<file path="config.mk">
export PLATFORM = sky130hd
export DESIGN_NAME = itmr_apb_top
export DESIGN_NICKNAME = d
export VERILOG_FILES = /design/src/rtl/itmr_pkg.sv /design/src/rtl/itmr_rst_sync.sv /design/src/rtl/itmr_tick_sync.sv /design/src/rtl/itmr_chan.sv /design/src/rtl/itmr_apb_top.sv
export SDC_FILE = /design/constraint.sdc
export NUM_CORES = 1
export LEC_CHECK = 0
export BUFFER_PORTS_ARGS = -buffer_cell sky130_fd_sc_hd__buf_4
export CELL_PAD_IN_SITES_DETAIL_PLACEMENT = 1
export CELL_PAD_IN_SITES_GLOBAL_PLACEMENT = 1
export CORE_AREA = 10 10 169 171
export CTS_CLUSTER_DIAMETER = 120
export DETAILED_ROUTE_END_ITERATION = 7
export DIE_AREA = 0 0 179 181
export PLACE_DENSITY_LB_ADDON = 0.15
export SLEW_MARGIN = 20
export SYNTH_ARGS = -nofsm -noshare
export SYNTH_HDL_FRONTEND = slang
export SYNTH_SLANG_ARGS = --single-unit
export TNS_END_PERCENT = 20
</file>
<file path="constraint.sdc">
create_clock -name pclk -period 7.05 [get_ports pclk]
set_clock_uncertainty 0.2 [all_clocks]
set_input_delay 0.3525 -clock pclk [delete_from_list [all_inputs] [get_ports pclk]]
set_output_delay 0.3525 -clock pclk [all_outputs]
set_load 0.01 [all_outputs]
</file>
<file path="src/rtl/itmr_pkg.sv">
package itmr_pkg;
  // Shared register byte offsets (software decodes these)
  localparam logic [7:0] OFS_ID   = 8'h00;
  localparam logic [7:0] OFS_CFG  = 8'h10;
  localparam logic [7:0] OFS_IEN  = 8'h14;
  localparam logic [7:0] OFS_STS  = 8'h18;
  localparam logic [7:0] OFS_RUN  = 8'h1C;

  // Channel block: base 0x20, stride 0x10, low nibble picks the register
  localparam int         CH_BASE_NIB = 2;
  localparam logic [3:0] SUB_CTL = 4'h0;
  localparam logic [3:0] SUB_RLD = 4'h4;
  localparam logic [3:0] SUB_CNT = 4'h8;

  // Bits per channel in the run / enable / status registers
  localparam int SUBS_PER_CH = 4;

  // Counting width selection in control bits [2:0]
  localparam logic [2:0] MODE_W32 = 3'd1;
  localparam logic [2:0] MODE_W16 = 3'd2;
  localparam logic [2:0] MODE_W8  = 3'd3;

  // Control bit 3: 1 = bus clock ticks, 0 = external tick edges
  localparam int CTL_SRC_BIT = 3;
  localparam int CTL_W       = 4;
endpackage

</file>
<file path="src/rtl/itmr_rst_sync.sv">
module itmr_rst_sync (
  input  logic clk,
  input  logic arst_n,
  output logic srst_n
);
  logic [1:0] stage_q;

  always_ff @(posedge clk or negedge arst_n) begin
    if (!arst_n) stage_q <= 2'b00;
    else         stage_q <= {stage_q[0], 1'b1};
  end

  assign srst_n = stage_q[1];
endmodule

</file>
<file path="src/rtl/itmr_tick_sync.sv">
module itmr_tick_sync (
  input  logic clk,
  input  logic rst_n,
  input  logic tick_in,
  output logic tick_pulse
);
  // [0],[1]: synchronizer flops, [2]: edge-detect history
  logic [2:0] sh_q;
  logic [2:0] sh_d;

  always_comb begin
    sh_d = {sh_q[1:0], tick_in};
  end

  always_ff @(posedge clk or negedge rst_n) begin
    if (!rst_n) sh_q <= '0;
    else        sh_q <= sh_d;
  end

  assign tick_pulse = sh_q[1] & ~sh_q[2];
endmodule

</file>
<file path="src/rtl/itmr_chan.sv">
module itmr_chan
  import itmr_pkg::*;
#(
  parameter int DW = 32
) (
  input  logic                   clk,
  input  logic                   rst_n,
  input  logic [2:0]             mode,
  input  logic                   tick,
  input  logic [SUBS_PER_CH-1:0] run,
  input  logic [SUBS_PER_CH-1:0] start,
  input  logic [DW-1:0]          reload,
  input  logic                   load_wr,
  input  logic [DW-1:0]          load_val,
  output logic [DW-1:0]          count,
  output logic [SUBS_PER_CH-1:0] expire
);
  localparam int HW = DW / 2;
  localparam int QW = DW / 4;

  logic [DW-1:0]          cnt_q;
  logic [DW-1:0]          cnt_d;
  logic [SUBS_PER_CH-1:0] exp_d;

  always_comb begin
    cnt_d = cnt_q;
    exp_d = '0;
    case (mode)
      MODE_W32: begin
        if (start[0]) begin
          cnt_d = reload;
        end else if (run[0] && tick) begin
          if (cnt_q == '0) begin
            cnt_d    = reload;
            exp_d[0] = 1'b1;
          end else begin
            cnt_d = cnt_q - DW'(1);
          end
        end
      end
      MODE_W16: begin
        for (int i = 0; i < 2; i++) begin
          if (start[i]) begin
            cnt_d[i*HW +: HW] = reload[i*HW +: HW];
          end else if (run[i] && tick) begin
            if (cnt_q[i*HW +: HW] == '0) begin
              cnt_d[i*HW +: HW] = reload[i*HW +: HW];
              exp_d[i]          = 1'b1;
            end else begin
              cnt_d[i*HW +: HW] = cnt_q[i*HW +: HW] - HW'(1);
            end
          end
        end
      end
      MODE_W8: begin
        for (int i = 0; i < 4; i++) begin
          if (start[i]) begin
            cnt_d[i*QW +: QW] = reload[i*QW +: QW];
          end else if (run[i] && tick) begin
            if (cnt_q[i*QW +: QW] == '0) begin
              cnt_d[i*QW +: QW] = reload[i*QW +: QW];
              exp_d[i]          = 1'b1;
            end else begin
              cnt_d[i*QW +: QW] = cnt_q[i*QW +: QW] - QW'(1);
            end
          end
        end
      end
      default: begin
        cnt_d = cnt_q;
      end
    endcase
    if (load_wr) begin
      cnt_d = load_val;
      exp_d = '0;
    end
  end

  always_ff @(posedge clk or negedge rst_n) begin
    if (!rst_n) cnt_q <= '0;
    else        cnt_q <= cnt_d;
  end

  assign count  = cnt_q;
  assign expire = exp_d;
endmodule

</file>
<file path="src/rtl/itmr_apb_top.sv">
module itmr_apb_top
  import itmr_pkg::*;
#(
  parameter int          NUM_CH   = 2,
  parameter int          ADDR_W   = 8,
  parameter int          DATA_W   = 32,
  parameter logic [31:0] ID_VALUE = 32'h0001_0100
) (
  input  logic              pclk,
  input  logic              presetn,
  input  logic              psel,
  input  logic              penable,
  input  logic              pwrite,
  input  logic [ADDR_W-1:0] paddr,
  input  logic [DATA_W-1:0] pwdata,
  output logic [DATA_W-1:0] prdata,
  input  logic              ext_tick,
  output logic              irq
);
  localparam int BITS  = SUBS_PER_CH * NUM_CH;
  localparam int HI_W  = ADDR_W - 4;

  logic rst_sync_n;
  logic ext_pulse;
  logic wr_acc;

  logic            ien_we, sts_we, run_we, sts_upd;
  logic [BITS-1:0] ien_q, ien_d;
  logic [BITS-1:0] sts_q, sts_d;
  logic [BITS-1:0] run_q, run_d;
  logic [BITS-1:0] start_all;
  logic [BITS-1:0] exp_all;

  logic [NUM_CH-1:0] ch_sel;
  logic [NUM_CH-1:0] ctl_we, rld_we, cnt_we;
  logic [CTL_W-1:0]  ctl_q [NUM_CH];
  logic [DATA_W-1:0] rld_q [NUM_CH];
  logic [DATA_W-1:0] ch_cnt [NUM_CH];

  itmr_rst_sync u_rst (
    .clk    (pclk),
    .arst_n (presetn),
    .srst_n (rst_sync_n)
  );

  itmr_tick_sync u_tick (
    .clk        (pclk),
    .rst_n      (rst_sync_n),
    .tick_in    (ext_tick),
    .tick_pulse (ext_pulse)
  );

  // Bus decode
  assign wr_acc = psel & penable & pwrite;
  assign ien_we = wr_acc && (paddr == ADDR_W'(OFS_IEN));
  assign sts_we = wr_acc && (paddr == ADDR_W'(OFS_STS));
  assign run_we = wr_acc && (paddr == ADDR_W'(OFS_RUN));

  // Shared register next state
  always_comb begin
    ien_d     = pwdata[BITS-1:0];
    run_d     = pwdata[BITS-1:0];
    start_all = run_we ? (pwdata[BITS-1:0] & ~run_q) : '0;
    sts_d     = (sts_q & ~(sts_we ? pwdata[BITS-1:0] : {BITS{1'b0}})) | exp_all;
    sts_upd   = sts_we | (|exp_all);
  end

  always_ff @(posedge pclk or negedge rst_sync_n) begin
    if (!rst_sync_n) begin
      ien_q <= '0;
      sts_q <= '0;
      run_q <= '0;
    end else begin
      if (ien_we)  ien_q <= ien_d;
      if (sts_upd) sts_q <= sts_d;
      if (run_we)  run_q <= run_d;
    end
  end

  // Per-channel registers and counters
  for (genvar c = 0; c < NUM_CH; c++) begin : g_ch
    logic tick_c;

    assign ch_sel[c] = (paddr[ADDR_W-1:4] == HI_W'(c + CH_BASE_NIB));
    assign ctl_we[c] = wr_acc && ch_sel[c] && (paddr[3:0] == SUB_CTL);
    assign rld_we[c] = wr_acc && ch_sel[c] && (paddr[3:0] == SUB_RLD);
    assign cnt_we[c] = wr_acc && ch_sel[c] && (paddr[3:0] == SUB_CNT);

    always_ff @(posedge pclk or negedge rst_sync_n) begin
      if (!rst_sync_n) begin
        ctl_q[c] <= '0;
        rld_q[c] <= '0;
      end else begin
        if (ctl_we[c]) ctl_q[c] <= pwdata[CTL_W-1:0];
        if (rld_we[c]) rld_q[c] <= pwdata;
      end
    end

    assign tick_c = ctl_q[c][CTL_SRC_BIT] ? 1'b1 : ext_pulse;

    itmr_chan #(.DW(DATA_W)) u_chan (
      .clk      (pclk),
      .rst_n    (rst_sync_n),
      .mode     (ctl_q[c][2:0]),
      .tick     (tick_c),
      .run      (run_q[c*SUBS_PER_CH +: SUBS_PER_CH]),
      .start    (start_all[c*SUBS_PER_CH +: SUBS_PER_CH]),
      .reload   (rld_q[c]),
      .load_wr  (cnt_we[c]),
      .load_val (pwdata),
      .count    (ch_cnt[c]),
      .expire   (exp_all[c*SUBS_PER_CH +: SUBS_PER_CH])
    );
  end

  // Read mux
  always_comb begin
    prdata = '0;
    if (paddr == ADDR_W'(OFS_ID))  prdata = DATA_W'(ID_VALUE);
    if (paddr == ADDR_W'(OFS_CFG)) prdata = DATA_W'(NUM_CH);
    if (paddr == ADDR_W'(OFS_IEN)) prdata = DATA_W'(ien_q);
    if (paddr == ADDR_W'(OFS_STS)) prdata = DATA_W'(sts_q);
    if (paddr == ADDR_W'(OFS_RUN)) prdata = DATA_W'(run_q);
    for (int k = 0; k < NUM_CH; k++) begin
      if (ch_sel[k]) begin
        case (paddr[3:0])
          SUB_CTL: prdata = DATA_W'(ctl_q[k]);
          SUB_RLD: prdata = rld_q[k];
          SUB_CNT: prdata = ch_cnt[k];
          default: prdata = '0;
        endcase
      end
    end
  end

  assign irq = |(sts_q & ien_q);
endmodule

</file>
==> results.toml <==
[yosys]
muxShareOfSynthArea_pct = 9.63
synth_edf_count = 0
synth-seq-cells = 165
syn_nets = 1433
synth_flop_cell = "dfrtp_1"
synth_compound_area_share_pct = 27.3
ys_seq_area_share_pct = 34.5
ys_types = 94
syn-instance-count = 1377
synth_top_family_by_area = "compound AO/OA/AOI/OAI gates"
yosysWarningCount = 0
syn-cell-area_mm2 = 0.0120
synthAdderAreaFrac_pct = 1.04
synth-simple-area-share_pct = 20.1
synth_xor_area_share_pct = 3.00
synth-async-reset-ratio_pct = 100
synth_area_per_cell_um2 = 8.70

[critical_path]
cp.required_ns = 7.14
cp-end-kind = "flop"
crit_chain = "inv_1 > ha_1 > or4b_1 > nor2_1 > a31oi_1 > nand2_1 > o22ai_1 > a2111oi_0 > o21ai_1"
reg2reg_depth = 9
critical_path.top_delay_family = "simple AND/OR/NAND/NOR gates"
worst-path-buf-inv = 1
r2r-start = "g_ch[0].u_chan.count[16]$_DFFE_PN0P_"
max_stage_delay_ns = 0.69
crit_path_start_kind = "flop"
crit_fanout = 12
worst_path_max_delay_cell = "nor2_1"
critPathKind = "flop to flop"
cp_data_arrival_time_ns = 4.38
ff2ff_setup_slack_ns = 2.76
rr_endpoint = "g_ch[0].u_chan.count[31]$_DFFE_PN0P_"

[placement]
dp_hpwl_mm = 34.3
gp_congestion = 0.959
portBuffers = 78
place_inst = 1691

[clock_tree]
numCtsBuffers = 17
clockRootBuffer = "clkbuf_16"
clock_latency_ns = 0.44
clk_pin_slew_ns = 0.07
numClockSinks = 165
htreeDepth = 4
clock_path_buffers = 2
cts_tree = "yes"
cts_resized = 0

[sta]
fin_crit_ns = 4.29
hold_ws_ns = 0.00913
max_slew_margin_pct = 25.1
tns_ns = 0
slew_viol_final = 0
setup_viol = 0
post-route-period-util_pct = 60.9
max_freq_mhz = 233
grt_setup_unrepaired = "false"
hold_viol = 0
tightest_slew_ns = 1.11

[global_route]
antenna_found_initial = 1
grt_pass1_wl_mm = 73.7
grt_max_degree = 72
grt_use_total_pct = 28.9
grt_pass1_vias = 12227
grt_overflow = 0

[die]
die_w_um = 179
die_h_um = 181
fp.coreArea_mm2 = 0.0250
fp-row-count = 58
io_pins = 79
die_area_mm2 = 0.0324
initial_core_util_pct = 47.8

[layout]
final_cells = 1735
final_nets = 1446
drive_above_1_share_pct = 19.0
fillers = 2914
multi_input_area_mm2 = 0.00736
area_growth_pct = 11.8
utilization_pct = 53.5
register_area_mm2 = 0.00413

[route]
via_per_inst = 6.93
wl_mm = 47.3
drtAntennaViolNets = 0
first_pass_iters = 5
wire_per_inst_um = 27.3
dr.first_iter.drc_count = 1362
vias = 12026
drc = 0

[job]
cap_violations = 0

[pwr]
clock_power_share_pct = 44.3
p_seq_share_pct = 44.4
leakage_uw = 0.00558
power.net_switching_uw = 650
pwr_density_cell_mw_per_mm2 = 168
vdd_ir_drop_max_v = 0.000118
internal_power_uw = 1590
switching_share_pct = 29.0
combPwrFrac_pct = 11.3

[hold_path]
holdPathStages = 3
min_to = "g_ch[0].u_chan.count[26]$_DFFE_PN0P_"
hold_class = "input pin to flop"
hold_path_startpoint = "pwdata[26]"

[outcome]
run_status = "finished clean"
==> repair_timing <==
item,4_1_cts,5_1_grt
buffers inserted,0,0
hold buffers,9,0
hold endpoints to repair,12,0
==> synth_stat cells, types with 16 or more instances <==
| master | number | area (µm²) |
|---|---|---|
| dfrtp_1 | 165 | 4130 |
| nand2_1 | 127 | 477 |
| nor2_1 | 94 | 353 |
| mux2_2 | 90 | 1010 |
| a21oi_1 | 80 | 400 |
| o21ai_0 | 79 | 395 |
| clkbuf_1 | 78 | 293 |
| a22oi_1 | 65 | 488 |
| o22ai_1 | 51 | 319 |
| nor3_1 | 40 | 200 |
| xnor2_1 | 27 | 236 |
| a211oi_1 | 25 | 188 |
| nand3_1 | 24 | 120 |
| nor4_1 | 24 | 150 |
| inv_1 | 20 | 75.1 |
| o21ai_1 | 19 | 95.1 |
| a31oi_1 | 18 | 113 |
| or4_1 | 16 | 120 |
==> placed cells by master (no fill, tap or decap), drive strengths merged, types with 14 or more instances in the layout <==
master	instances
dfrtp	165
nand2	128
a21oi	81
xnor2	27
a22oi	65
nor3	46
a31oi	18
a211oi	27
nor4	33
o22ai	52
buf	94
xor2	14
clkbuf	18
inv	28
nor2	95
nand3	24
mux2i	14
o21ai	100
mux2	90
or4	17
==> registers in the layout, summed over array words and instances (netlist names) <==
name               count
u_rst.stage_q          2
rld_q                 64
ctl_q                  8
sts_q                  8
run_q                  8
ien_q                  8
g_ch.u_chan.count     64
u_tick.sh_q            3
==> layer usage <==
| layer | GRT usage [%] | up-vias | wire length [µm] |
|---|---|---|---|
| met5 | 0 | - | 0 |
| met4 | 7.84 | 0 | 1060 |
| met3 | 5.28 | 76 | 3070 |
| met2 | 46.9 | 453 | 22900 |
| met1 | 38.5 | 6194 | 20300 |
| li1 | - | 5303 | - |
==> per-stage QoR <==
step | instance area [µm²] | total power (µW) | setup WS (ns)
2_1_floorplan | 12000 | 1160 | 1.91
3_3_place_gp | 12700 | 1250 | 2.94
3_5_place_dp | 12700 | 1260 | 2.76
4_1_cts | 13300 | 2240 | 2.75
5_1_grt | 13400 | 2310 | 2.47
6_report | 13400 | 2250 | 2.76
==> cell families after synthesis <==
kind of cell | count (synthesis)
AOI/OAI and AO/OA | 480
xor gates and xnor gates | 41
adders and majority gates | 10
buffers and inverters | 130
DFF | 165
muxes | 104
other | 1
and+or+nand+nor | 446
==> power groups by stage <==
stage,Combinational (µW),Clock [µW],Sequential [µW]
3_5_place_dp,243,0,1010
3_3_place_gp,238,0,1010
6_report,253,995,997
5_1_grt,276,1040,1000
4_1_cts,249,1000,996
2_1_floorplan,150,0,1010
==> worst reg2reg max path, stage by stage (launching register included) <==
cell	delay, ns
dfrtp_1	0.45
inv_1	0.11
ha_1	0.24
or4b_1	0.60
nor2_1	0.69
a31oi_1	0.43
nand2_1	0.46
o22ai_1	0.20
a2111oi_0	0.63
o21ai_1	0.15
==> area by class of cell <==
class                           count  area share [%]
Antenna cell                        2          0.0374
Clock buffer                       18            3.28
Clock inverter                     14            1.20
Inverter                           21           0.589
Multi-Input combinational cell   1082            55.0
Sequential cell                   165            30.9
Tap cell                          330            3.08
Timing Repair Buffer              103            6.00
==> worst max path at each step <==
stage | to | start | cells past startpoint | slack [ns]
after floorplan | ctl_q[0]$_DFFE_PN0P_ | u_rst.stage_q[1]$_DFF_PN0_ | 0 | 1.91
after global placement | g_ch[0].u_chan.count[9]$_DFFE_PN0P_ | g_ch[0].u_chan.count[16]$_DFFE_PN0P_ | 9 | 2.94
after detailed placement | g_ch[0].u_chan.count[9]$_DFFE_PN0P_ | g_ch[0].u_chan.count[16]$_DFFE_PN0P_ | 9 | 2.76
after CTS | g_ch[0].u_chan.count[9]$_DFFE_PN0P_ | g_ch[0].u_chan.count[16]$_DFFE_PN0P_ | 9 | 2.75
after global routing | g_ch[0].u_chan.count[31]$_DFFE_PN0P_ | g_ch[0].u_chan.count[16]$_DFFE_PN0P_ | 9 | 2.47
final | g_ch[0].u_chan.count[31]$_DFFE_PN0P_ | g_ch[0].u_chan.count[16]$_DFFE_PN0P_ | 9 | 2.76
Power figures use the tool's default switching activity.
